### src/rtl/sreg_port.sv
module sreg_port #(
  parameter int DW = 10,
  parameter int AW = 4,
  parameter int CW = 2,
  parameter int SYNC = 2,
  parameter logic [DW-1:0] GAIN_RST = 10'h040,
  parameter logic [DW-1:0] BLACK_RST = 10'h050
) (
  input  logic                       clk,
  input  logic                       rst_n,
  input  logic                       sdata_i,
  input  logic                       sclk_i,
  input  logic                       strobe_i,
  input  logic [CW-1:0]              chip_id_i,
  output logic                       rdata_o,
  output logic [(2**(AW-1))*DW-1:0]  regs_o
);
  localparam int FW   = CW + AW + DW;
  localparam int SW   = AW - 1;
  localparam int NREG = 2**SW;
  localparam int CNTW = $clog2(DW + 1);

  logic [SYNC-1:0] sclk_q, stb_q, sdi_q;
  logic            sclk_d, stb_d;
  logic [FW-1:0]   shreg;
  logic [NREG-1:0][DW-1:0] regs;
  logic            reading;
  logic [DW-1:0]   rd_sh;
  logic [CNTW-1:0] rd_cnt;

  wire sclk_rise = sclk_q[SYNC-1] & ~sclk_d;
  wire stb_rise  = stb_q[SYNC-1] & ~stb_d;

  wire [CW-1:0] f_cid = shreg[FW-1 -: CW];
  wire          f_rd  = shreg[DW+AW-1];
  wire [SW-1:0] f_sel = shreg[DW +: SW];
  wire [DW-1:0] f_dat = shreg[DW-1:0];
  wire          hit   = stb_rise && !reading && (f_cid == chip_id_i);

  function automatic logic [DW-1:0] rst_val(input int k);
    if (k == 2 || k == 3) return GAIN_RST;
    if (k == 4 || k == 5) return BLACK_RST;
    return '0;
  endfunction

  always_ff @(posedge clk or negedge rst_n)
    if (!rst_n) begin
      sclk_q <= '0; stb_q <= '0; sdi_q <= '0;
      sclk_d <= 1'b0; stb_d <= 1'b0;
    end else begin
      sclk_q <= {sclk_q[SYNC-2:0], sclk_i};
      stb_q  <= {stb_q[SYNC-2:0], strobe_i};
      sdi_q  <= {sdi_q[SYNC-2:0], sdata_i};
      sclk_d <= sclk_q[SYNC-1];
      stb_d  <= stb_q[SYNC-1];
    end

  always_ff @(posedge clk or negedge rst_n)
    if (!rst_n) shreg <= '0;
    else if (sclk_rise) shreg <= {shreg[FW-2:0], sdi_q[SYNC-1]};

  always_ff @(posedge clk or negedge rst_n)
    if (!rst_n) begin
      for (int k = 0; k < NREG; k++) regs[k] <= rst_val(k);
    end else if (hit && !f_rd) begin
      regs[f_sel] <= f_dat;
    end

  always_ff @(posedge clk or negedge rst_n)
    if (!rst_n) begin
      reading <= 1'b0; rd_sh <= '0; rd_cnt <= '0;
    end else if (hit && f_rd) begin
      reading <= 1'b1; rd_sh <= regs[f_sel]; rd_cnt <= '0;
    end else if (reading && sclk_rise) begin
      rd_sh  <= {rd_sh[DW-2:0], 1'b0};
      rd_cnt <= rd_cnt + 1'b1;
      if (rd_cnt == CNTW'(DW-1)) reading <= 1'b0;
    end

  assign rdata_o = reading & rd_sh[DW-1];
  assign regs_o  = regs;

  p_write_lands_r1: assert property (@(posedge clk) disable iff (!rst_n)
    (hit && !f_rd) |=> regs[$past(f_sel)] == $past(f_dat));
  p_commit_on_strobe_r2: assert property (@(posedge clk) disable iff (!rst_n)
    !stb_rise |=> $stable(regs));
  p_foreign_chip_r4: assert property (@(posedge clk) disable iff (!rst_n)
    (stb_rise && f_cid != chip_id_i) |=> $stable(regs));
  p_read_len_r6: assert property (@(posedge clk) disable iff (!rst_n)
    reading |-> rd_cnt < CNTW'(DW));
  p_busy_blocks_r7: assert property (@(posedge clk) disable iff (!rst_n)
    (stb_rise && reading) |=> $stable(regs));
  p_read_no_write_r8: assert property (@(posedge clk) disable iff (!rst_n)
    (stb_rise && f_rd) |=> $stable(regs));
endmodule

### config.mk
export PLATFORM = sky130hd
export DESIGN_NAME = sreg_port
export DESIGN_NICKNAME = d
export VERILOG_FILES = /design/src/rtl/sreg_port.sv
export SDC_FILE = /design/constraint.sdc
export NUM_CORES = 1
export LEC_CHECK = 0
export CAP_MARGIN = 0
export CORE_ASPECT_RATIO = 0.75
export CORE_MARGIN = 2
export CORE_UTILIZATION = 50
export CTS_CLUSTER_SIZE = 20
export DETAILED_ROUTE_END_ITERATION = 7
export DONT_BUFFER_PORTS = 1
export PLACE_DENSITY = 0.72
export SETUP_SLACK_MARGIN = 0.2
export SLEW_MARGIN = 5
export SYNTH_ARGS = -nofsm -noshare
export SYNTH_HDL_FRONTEND = slang
export SYNTH_SLANG_ARGS = --single-unit
### constraint.sdc
create_clock -name clk -period 2.95 [get_ports clk]
set_input_delay 0.4425 -clock clk [delete_from_list [all_inputs] [get_ports clk]]
set_output_delay 0.4425 -clock clk [all_outputs]
set_load 0.005 [all_outputs]
### After elaboration in Yosys (flattened, before gate mapping)

Cells that the tools add are included.

| storage, ports and cells | value |
|---|---|
| register bits | 119 |
| input port bits | 7 |

| cells by class | value |
|---|---|
| add/sub/neg operators | 1 |
| $lt $le $gt $ge | 2 |
| equality and inequality tests | 2 |
| mux-type cells | 12 |
| bitwise operators | 5 |
| reduce and logical (&&, ||, !) cells | 11 |

Operators by type and width:

| operator | count |
|---|---|
| $bwmux 80 | 1 |
| $mux 10 | 4 |
| $bmux 10 s3 | 1 |
| $demux 10 s3 | 1 |
| $mux 4 | 2 |
| $logic_and 1x1->1 | 6 |
| $add 4x1->4 const B | 1 |
| $eq 4x4->1 const B | 1 |
| $lt 3x4->1 const B | 1 |
| $reduce_bool 2->1 | 2 |
| $and 1x1->1 | 3 |
| $ge 3x1->1 const B | 1 |
| $mux 1 | 3 |
| $eq 2x2->1 | 1 |
| $logic_not 1->1 | 2 |
| $not 1->1 | 2 |
| $reduce_and 2->1 | 1 |

### Logic depth before layout (Yosys ltp)

Gate-level depths: netlist of the first run.

| logic depth | value |
|---|---|
| depth in word-level cells | 7 |
| gate-level depth with buffers | 6 |
| depth with buffers taken out | 5 |

### Worst setup path before layout of the first run

Ideal clock, no wire load.

| timing | value |
|---|---|
| path kind | input -> register |
| start point | input port chip_id_i[0] |
| end point | register regs, in the netlist regs_o[10] |
| library setup time | 125 ps |
| arrival time | 1,745 ps |
| path slack | 1,080 ps |
| cell stages on the path | 4 |
| cell sequence | xnor2_1 > nand4_2 > nor4_4 > mux2_2 |

| between the ends | value |
|---|---|
| longest elaborated chain between the ends | 3 |

Ends and longest elaborated chain:

| item | line | source |
|---|---|---|
| start, declared | 14 | `input logic [CW-1:0] chip_id_i,` |
| $eq 2x2->1 | 38 | `wire hit = stb_rise && !reading && (f_cid == chip_id_i);` |
| $logic_and 1x1->1 | 38 |  |
| $logic_and 1x1->1 | 65 | `end else if (hit && !f_rd) begin` |
| end signal, assigned by index | 66 | `regs[f_sel] <= f_dat;` |
| end, declared | 26 | `logic [NREG-1:0][DW-1:0] regs;` |

No other way between the ends.
A chain may end at the register's enable or synchronous reset.

### Final worst setup path of the first run

| timing | value |
|---|---|
| start point | register shreg[15] |
| end point | register regs, in the netlist regs_o[5] |

| between the ends | value |
|---|---|
| longest elaborated chain between the ends | 3 |

Ends and longest elaborated chain:

| item | line | source |
|---|---|---|
| start, declared | 25 | `logic [FW-1:0] shreg;` |
| start signal, assigned | 60 | `else if (sclk_rise) shreg <= {shreg[FW-2:0], sdi_q[SYNC-1]};` |
| $eq 2x2->1 | 38 |  |
| $logic_and 1x1->1 | 38 |  |
| $logic_and 1x1->1 | 65 |  |

No other way between the ends.

==> results of run 1 <==
==> layer usage <==
metal / GRT usage (%) / share of wire (%)
met1: 31.8 / 43
met2: 32.9 / 46
met3: 9.48 / 9.3
met4: 8.91 / 1.5
met5: 0 / 0
==> state kept, by name, summed over array words and instances, names as in the netlist <==
name,count
sdi_q,2
shreg,16
reading,1
stb_d,1
stb_q,2
rd_cnt,4
rd_sh,10
sclk_d,1
regs_o,80
sclk_q,2
==> report_power, final <==
group	internal [mW]	switching, mW
combinational	0.630	0.394
sequential	2.00	0.545
clock	1.33	0.754
total	3.96	1.69
==> cell families after synthesis <==
family | share of synthesized area, %
muxes | 31.4
buffers and inverters | 2.00
AOI/OAI and AO/OA | 2.70
xor gates and xnor gates | 0.674
DFF | 57.4
and+or+nand+nor | 5.32
adders and majority gates | 0.481
==> path summary, 6_finish.rpt <==
check                                    endpoint                  start  cells past startpoint
setup / recovery            regs_o[5]$_DFFE_PN0P_  shreg[15]$_DFFE_PN0N_                      4
hold / removal                 sdi_q[1]$_DFF_PN0_                  rst_n                      0
setup reg to reg            regs_o[5]$_DFFE_PN0P_  shreg[15]$_DFFE_PN0N_                      4
hold reg to reg               sclk_q[1]$_DFF_PN0_    sclk_q[0]$_DFF_PN0_                      0
max in group asynchronous  regs_o[56]$_DFFE_PN1P_                  rst_n                      0
min in group clk               sdi_q[0]$_DFF_PN0_                sdata_i                      0
==> area by class of cell <==
class,instances,share of cell area [%]
Multi-Input combinational cell,195,35.2
Clock inverter,14,2.92
Inverter,1,0.0626
Sequential cell,119,49.8
Tap cell,136,2.84
Timing Repair Buffer,14,1.96
Clock buffer,18,7.16
==> cell usage in the layout, fill, tap and decap left out, types with 2 or more instances in the layout <==
master	instances
mux2_2	96
nand2_1	4
ha_1	2
dfstp_2	6
nor2b_1	9
nor2_2	3
clkbuf_16	17
inv_6	2
clkinv_4	4
nand3_2	2
mux2i_1	10
a21oi_1	9
mux4_2	20
dfrtp_1	113
nand3b_1	3
clkinv_2	2
nand3_1	5
clkinvlp_4	3
a211oi_1	9
and2_1	4
buf_4	13
o21ai_0	4
nor2_1	2
bufinv_16	3
xnor2_1	4
==> through the flow <==
stage,instances,utilization [%],setup slack [ns]
2_1_floorplan,340,-,1.08
3_3_place_gp,465,52.8,0.671
3_5_place_dp,465,52.8,0.645
4_1_cts,497,58.7,0.673
5_1_grt,497,58.7,0.577
6_report,497,58.7,0.660
==> metrics.md, run 1 <==
| Metric | Value |
|---|---|
| Status | finished, violations left |
| Violated checks | negative hold slack |
| Sequential cell area | 0.00299 mm2 |
| Post-cts sizing count | 0 |
| Setup slack, reg-to-reg | 0.66 ns |
| Setup Buffers After CTS | 0 |
| H-Tree Depth | 4 |
| Async set-or-reset flop fraction in the synthesized netlist | 100% |
| F_max | 437 MHz |
| Final worst path period share | 77.6% |
| Multi-input gate area | 0.00211 mm2 |
| Max-Cap Viols | 0 |
| Synth top area share | 54.4% |
| Hold Crit Class | in2async |
| TritonCTS clock tree | built |
| Worst-margin pin slew | 0.822 ns |
| DRT iter0 DRCs | 179 |
| Bufs on Longest Clock Path | 2 |
| Area Growth Syn to Fin | 15.3% |
| Worst Path Arrival | 2.58 ns |
| CP cell instances | xnor2_1 -> and4b_2 -> nand3b_1 -> mux2_2 |
| CTS Root Cell | clkbuf_16 |
| Die Y-Extent | 92.3 um |
| ANT cells | 0 |
| Pwr Total | 5.66 mW |
| Setup Skew | 0.00745 ns |
| WL per Instance | 23.4 um |
| Synth area leaders | dfrtp_1 (54%), mux2_2 (21%), mux4_2 (8.7%) |
| Post-synthesis cell area | 0.00520 mm2 |
| Peak VDD IR | 0.000513 V |
| Total track usage | 23.1% |
| Via count | 2951 |
| Worst-case hold slack | -0.269 ns |
| Synth cell types | 30 |
| Most frequent cell after synthesis | dfrtp_1 |
| Slowest CP cell | nand3b_1 |
| Post-synth top area cell | dfrtp_1 |
| Fillers | 781 |
| RSZ-0062 raised after global routing | no |
| Slowest Stage Delay on Critical Path | 0.58 ns |
| Worst Path Buf+Inv | 0 |
| Share of the yosys chip area belonging to registers | 57.4% |
| Critical path class | reg2reg |
| Starting Density | 50.9% |
| Crit end category | flop |
| Most used DFF post-synth | dfrtp_1 |
| Die area | 0.0112 mm2 |
| Port Buffers | 0 |
| Slew Viols, Final | 0 |
| Antenna Nets Post-Route | 0 |
| Setup TNS | 0 ns |
| EDFF count, synth | 0 |
| Largest net degree at the start of global routing | 120 |
| CTS Buf Count | 17 |
| Core Area | 0.0102 mm2 |
| Fin. Hold Viols | 119 |
| Tmin final | 2.29 ns |
| Slew margin rel. | 45.1% |
| DRC | 0 |
| Mapped Cells | 340 |
| Ports | 88 |
| Pwr Density | 944 mW/mm2 |
| Top post-synthesis cells by count | dfrtp_1 (113), mux2_2 (96), mux4_2 (20) |
| Gr ovfl total | 0 |
| Initial antenna violation count | 0 |
| Nature of the critical path startpoint | flop |
| Standard-cell rows | 32 |
| Post-synthesis register bit count | 119 |
| Critical path required time | 3.24 ns |
| Final Net Count | 357 |
| CP max FO | 10 |
| Detailed-route wire length | 11600 um |
| Final setup vio count | 0 |
| Synth Area per Inst | 15.3 um2 |
| Vias/cell | 5.94 |
| Ratio of cells with drive above 1 in the final layout | 49.3% |
| Die Width | 122 um |
| Clk slew on worst S/H paths | 0.05 ns |
| Clock sinks | 119 |
| GPL Wtd Cong | 0.742 |
| CP delay by family, top | simple AND/OR/NAND/NOR gates |
| Yosys Warn Count | 0 |
| Drt pass-1 iters | 4 |
| Vias in the first global route | 3181 |
| Global-route wire length before repair | 18800 um |
| Syn nets | 349 |
| Detailed Place HPWL | 7690 um |
| DP Area | 0.00539 mm2 |
| Clock latency on the worst-skew pair | 0.41 ns |
| P_leak | 2.77 nW |
| Final Cell Area | 0.00599 mm2 |
Power figures use the tool's default switching activity.
==> inputs of run 2 (changes only) <==
==> constraint.sdc (replaced) <==
create_clock -name clk -period 2.2 [get_ports clk]
set_input_delay 0.33 -clock clk [delete_from_list [all_inputs] [get_ports clk]]
set_output_delay 0.33 -clock clk [all_outputs]
set_load 0.005 [all_outputs]
==> run 2 against run 1 <==
  * The run still ends with negative hold slack left
  * Hold slack worse by 0.11 ns
  * Fmax grew 17%
  * Wire length increased by 0.62%
  * Combinational power up 50%
  * Sequential power is 30% higher
  * Clock power is 46% higher
  * Critical endpoint is now regs_o[28]$_DFFE_PN0P_
  * Highest routed layer unchanged
==> metrics.md, run 2 (synthesized netlist as in run 1, its figures left out) <==
| Metric | Value |
|---|---|
| Status | finished, violations left |
| Violated checks | negative hold slack |
| CP max FO | 10 (unchanged) |
| Final setup vio count | 0 (unchanged) |
| GPL Wtd Cong | 0.768 (+3.5%) |
| Commonest non-fill, non-tap cells in the layout | dfrtp_1 (112), mux2_2 (96), mux4_2 (20) |
| Vias/cell | 5.82 (-2.0%) |
| Inst Count DP | 469 (+0.86%) |
| Port Buffers | 0 (unchanged) |
| Drt pass-1 iters | 4 (unchanged) |
| Most common cell after layout, fill and taps aside | dfrtp_1 |
| CTS Buf Count | 17 (unchanged) |
| F_max | 513 MHz (+17%) |
| DRT iter0 DRCs | 169 (-5.6%) |
| Final worst path period share | 88.6% (+11 points) |
| Max-Cap Viols | 0 (unchanged) |
| Nature of the critical path startpoint | flop |
| Detailed-route wire length | 11700 um (+0.62%) |
| Detailed Place HPWL | 7500 um (-2.4%) |
| Slew margin rel. | 69.3% (+24 points) |
| Tmin final | 1.95 ns (-0.340 ns) |
| Global-route wire length before repair | 18600 um (-1.0%) |
| ANT cells | 0 (unchanged) |
| Peak VDD IR | 0.000630 V (+23%) |
| Via count | 2950 (-0.034%) |
| Pwr Total | 7.91 mW (+40%) |
| Critical path required time | 2.49 ns (-0.75 ns) |
| Setup TNS | 0 ns (unchanged) |
| Hold Crit Class | in2async |
| Max reg flops | 80 (unchanged) |
| Area Growth Syn to Fin | 18.9% |
| Cell Count, Final, Fillers Out | 507 (+2.0%) |
| Slew Viols, Final | 0 (unchanged) |
| Standard-cell rows | 32 (unchanged) |
| Worst-case hold slack | -0.384 ns (-0.115 ns) |
| Die area | 0.0112 mm2 (unchanged) |
| Largest net degree at the start of global routing | 120 (unchanged) |
| Bufs on Longest Clock Path | 2 (unchanged) |
| Ports | 88 (unchanged) |
| Initial antenna violation count | 0 (unchanged) |
| Clock sinks | 119 (unchanged) |
| Die Y-Extent | 92.3 um (unchanged) |
| P_leak | 2.85 nW (+2.9%) |
| Critical path class | reg2reg |
| Worst Path Arrival | 2.24 ns (-0.34 ns) |
| Antenna Nets Post-Route | 0 (unchanged) |
| Vias in the first global route | 3139 (-1.3%) |
| Starting Density | 50.9% (unchanged) |
| Gr ovfl total | 0 (unchanged) |
| Reg2Reg Launch Point | reading$_DFFE_PN0P_ |
| TritonCTS clock tree | built |
| CTS Root Cell | clkbuf_16 |
| Reg2reg path depth | 4 (unchanged) |
| Ratio of cells with drive above 1 in the final layout | 50.7% (+1.4 points) |
| Core Area | 0.0102 mm2 (unchanged) |
| WL per Instance | 23.1 um (-1.4%) |
| Setup slack, reg-to-reg | 0.25 ns (-0.41 ns) |
| Number of hold buffers added after CTS | 3 |
| H-Tree Depth | 4 (unchanged) |
| DRC | 0 (unchanged) |
| RSZ-0062 raised after global routing | yes |
| Total track usage | 22.8% (-0.28 points) |
| Crit end category | flop |
| Die Width | 122 um (unchanged) |
| Fin. Hold Viols | 119 (unchanged) |
| Pwr Density | 1280 mW/mm2 (+35%) |
| Worst-margin pin slew | 0.460 ns (-0.362 ns) |
| Crit Reg-Reg Endpoint | regs_o[28]$_DFFE_PN0P_ |
| Setup Skew | 0.00699 ns (-0.000462 ns) |
| Final Net Count | 367 (+2.8%) |
| Clock latency on the worst-skew pair | 0.41 ns (about the same) |
| Clk slew on worst S/H paths | 0.06 ns (about the same) |
-- run 2: routing by layer --
metal  routed length [um]  GRT usage (%)
met1                 5260           31.5
met2                 5260           32.4
met3                 1080           11.0
met4                  121           6.13
met5                    0              0
-- run 2: through the flow --
step	setup WS [ns]	hold WS [ns]	instance area (um2)	util, %
floorplan	0.378	0.0344	5200	-
global placement	0.305	0.0382	5440	53.3
detailed placement	0.253	0.0384	5440	53.3
CTS	0.230	-0.397	6130	60.0
global route	0.167	-0.401	6180	60.6
finish	0.250	-0.384	6180	60.6
-- run 2: where the power goes --
part / internal, mW / switching [mW]
Sequential: 2.69 / 0.636
Combinational: 0.881 / 0.653
Clock: 2.07 / 0.983
Total: 5.63 / 2.27
-- run 2: how the worst max path moves through the flow --
stage / from / endpoint / cells past startpoint
2_1_floorplan: shreg[10]$_DFFE_PN0N_ / rd_sh[3]$_DFFE_PN0P_ / 6
3_3_place_gp: reading$_DFFE_PN0P_ / regs_o[43]$_DFFE_PN0P_ / 4
3_5_place_dp: shreg[14]$_DFFE_PN0N_ / regs_o[29]$_DFFE_PN0P_ / 4
4_1_cts: shreg[14]$_DFFE_PN0N_ / regs_o[28]$_DFFE_PN0P_ / 4
5_1_grt: shreg[15]$_DFFE_PN0N_ / regs_o[25]$_DFFE_PN0P_ / 4
6_report: reading$_DFFE_PN0P_ / regs_o[28]$_DFFE_PN0P_ / 4
-- run 2: final cells by class --
cell class | count | area [um2]
fill | 766 | 4030
sequential | 119 | 2990
multi-input combinational | 195 | 2140
clock buffer | 20 | 457
timing repair buffer | 24 | 225
clock inverter | 12 | 199
tap | 136 | 170
inverter | 1 | 3.75
-- run 2: what timing repair did --
| action | CTS | global route |
|---|---|---|
| buffers inserted | 0 | 3 |
| gates resized for setup | 0 | 5 |
| setup endpoints to repair | 0 | 49 |
| endpoints found under the hold margin | 122 | 119 |
-- run 2: worst max-delay path: stages (launching register included) --
cell and delay, ns:
dfrtp_2 0.44, nor3b_4 0.28, and4b_2 0.31, nand3_2 0.38, mux2_2 0.42
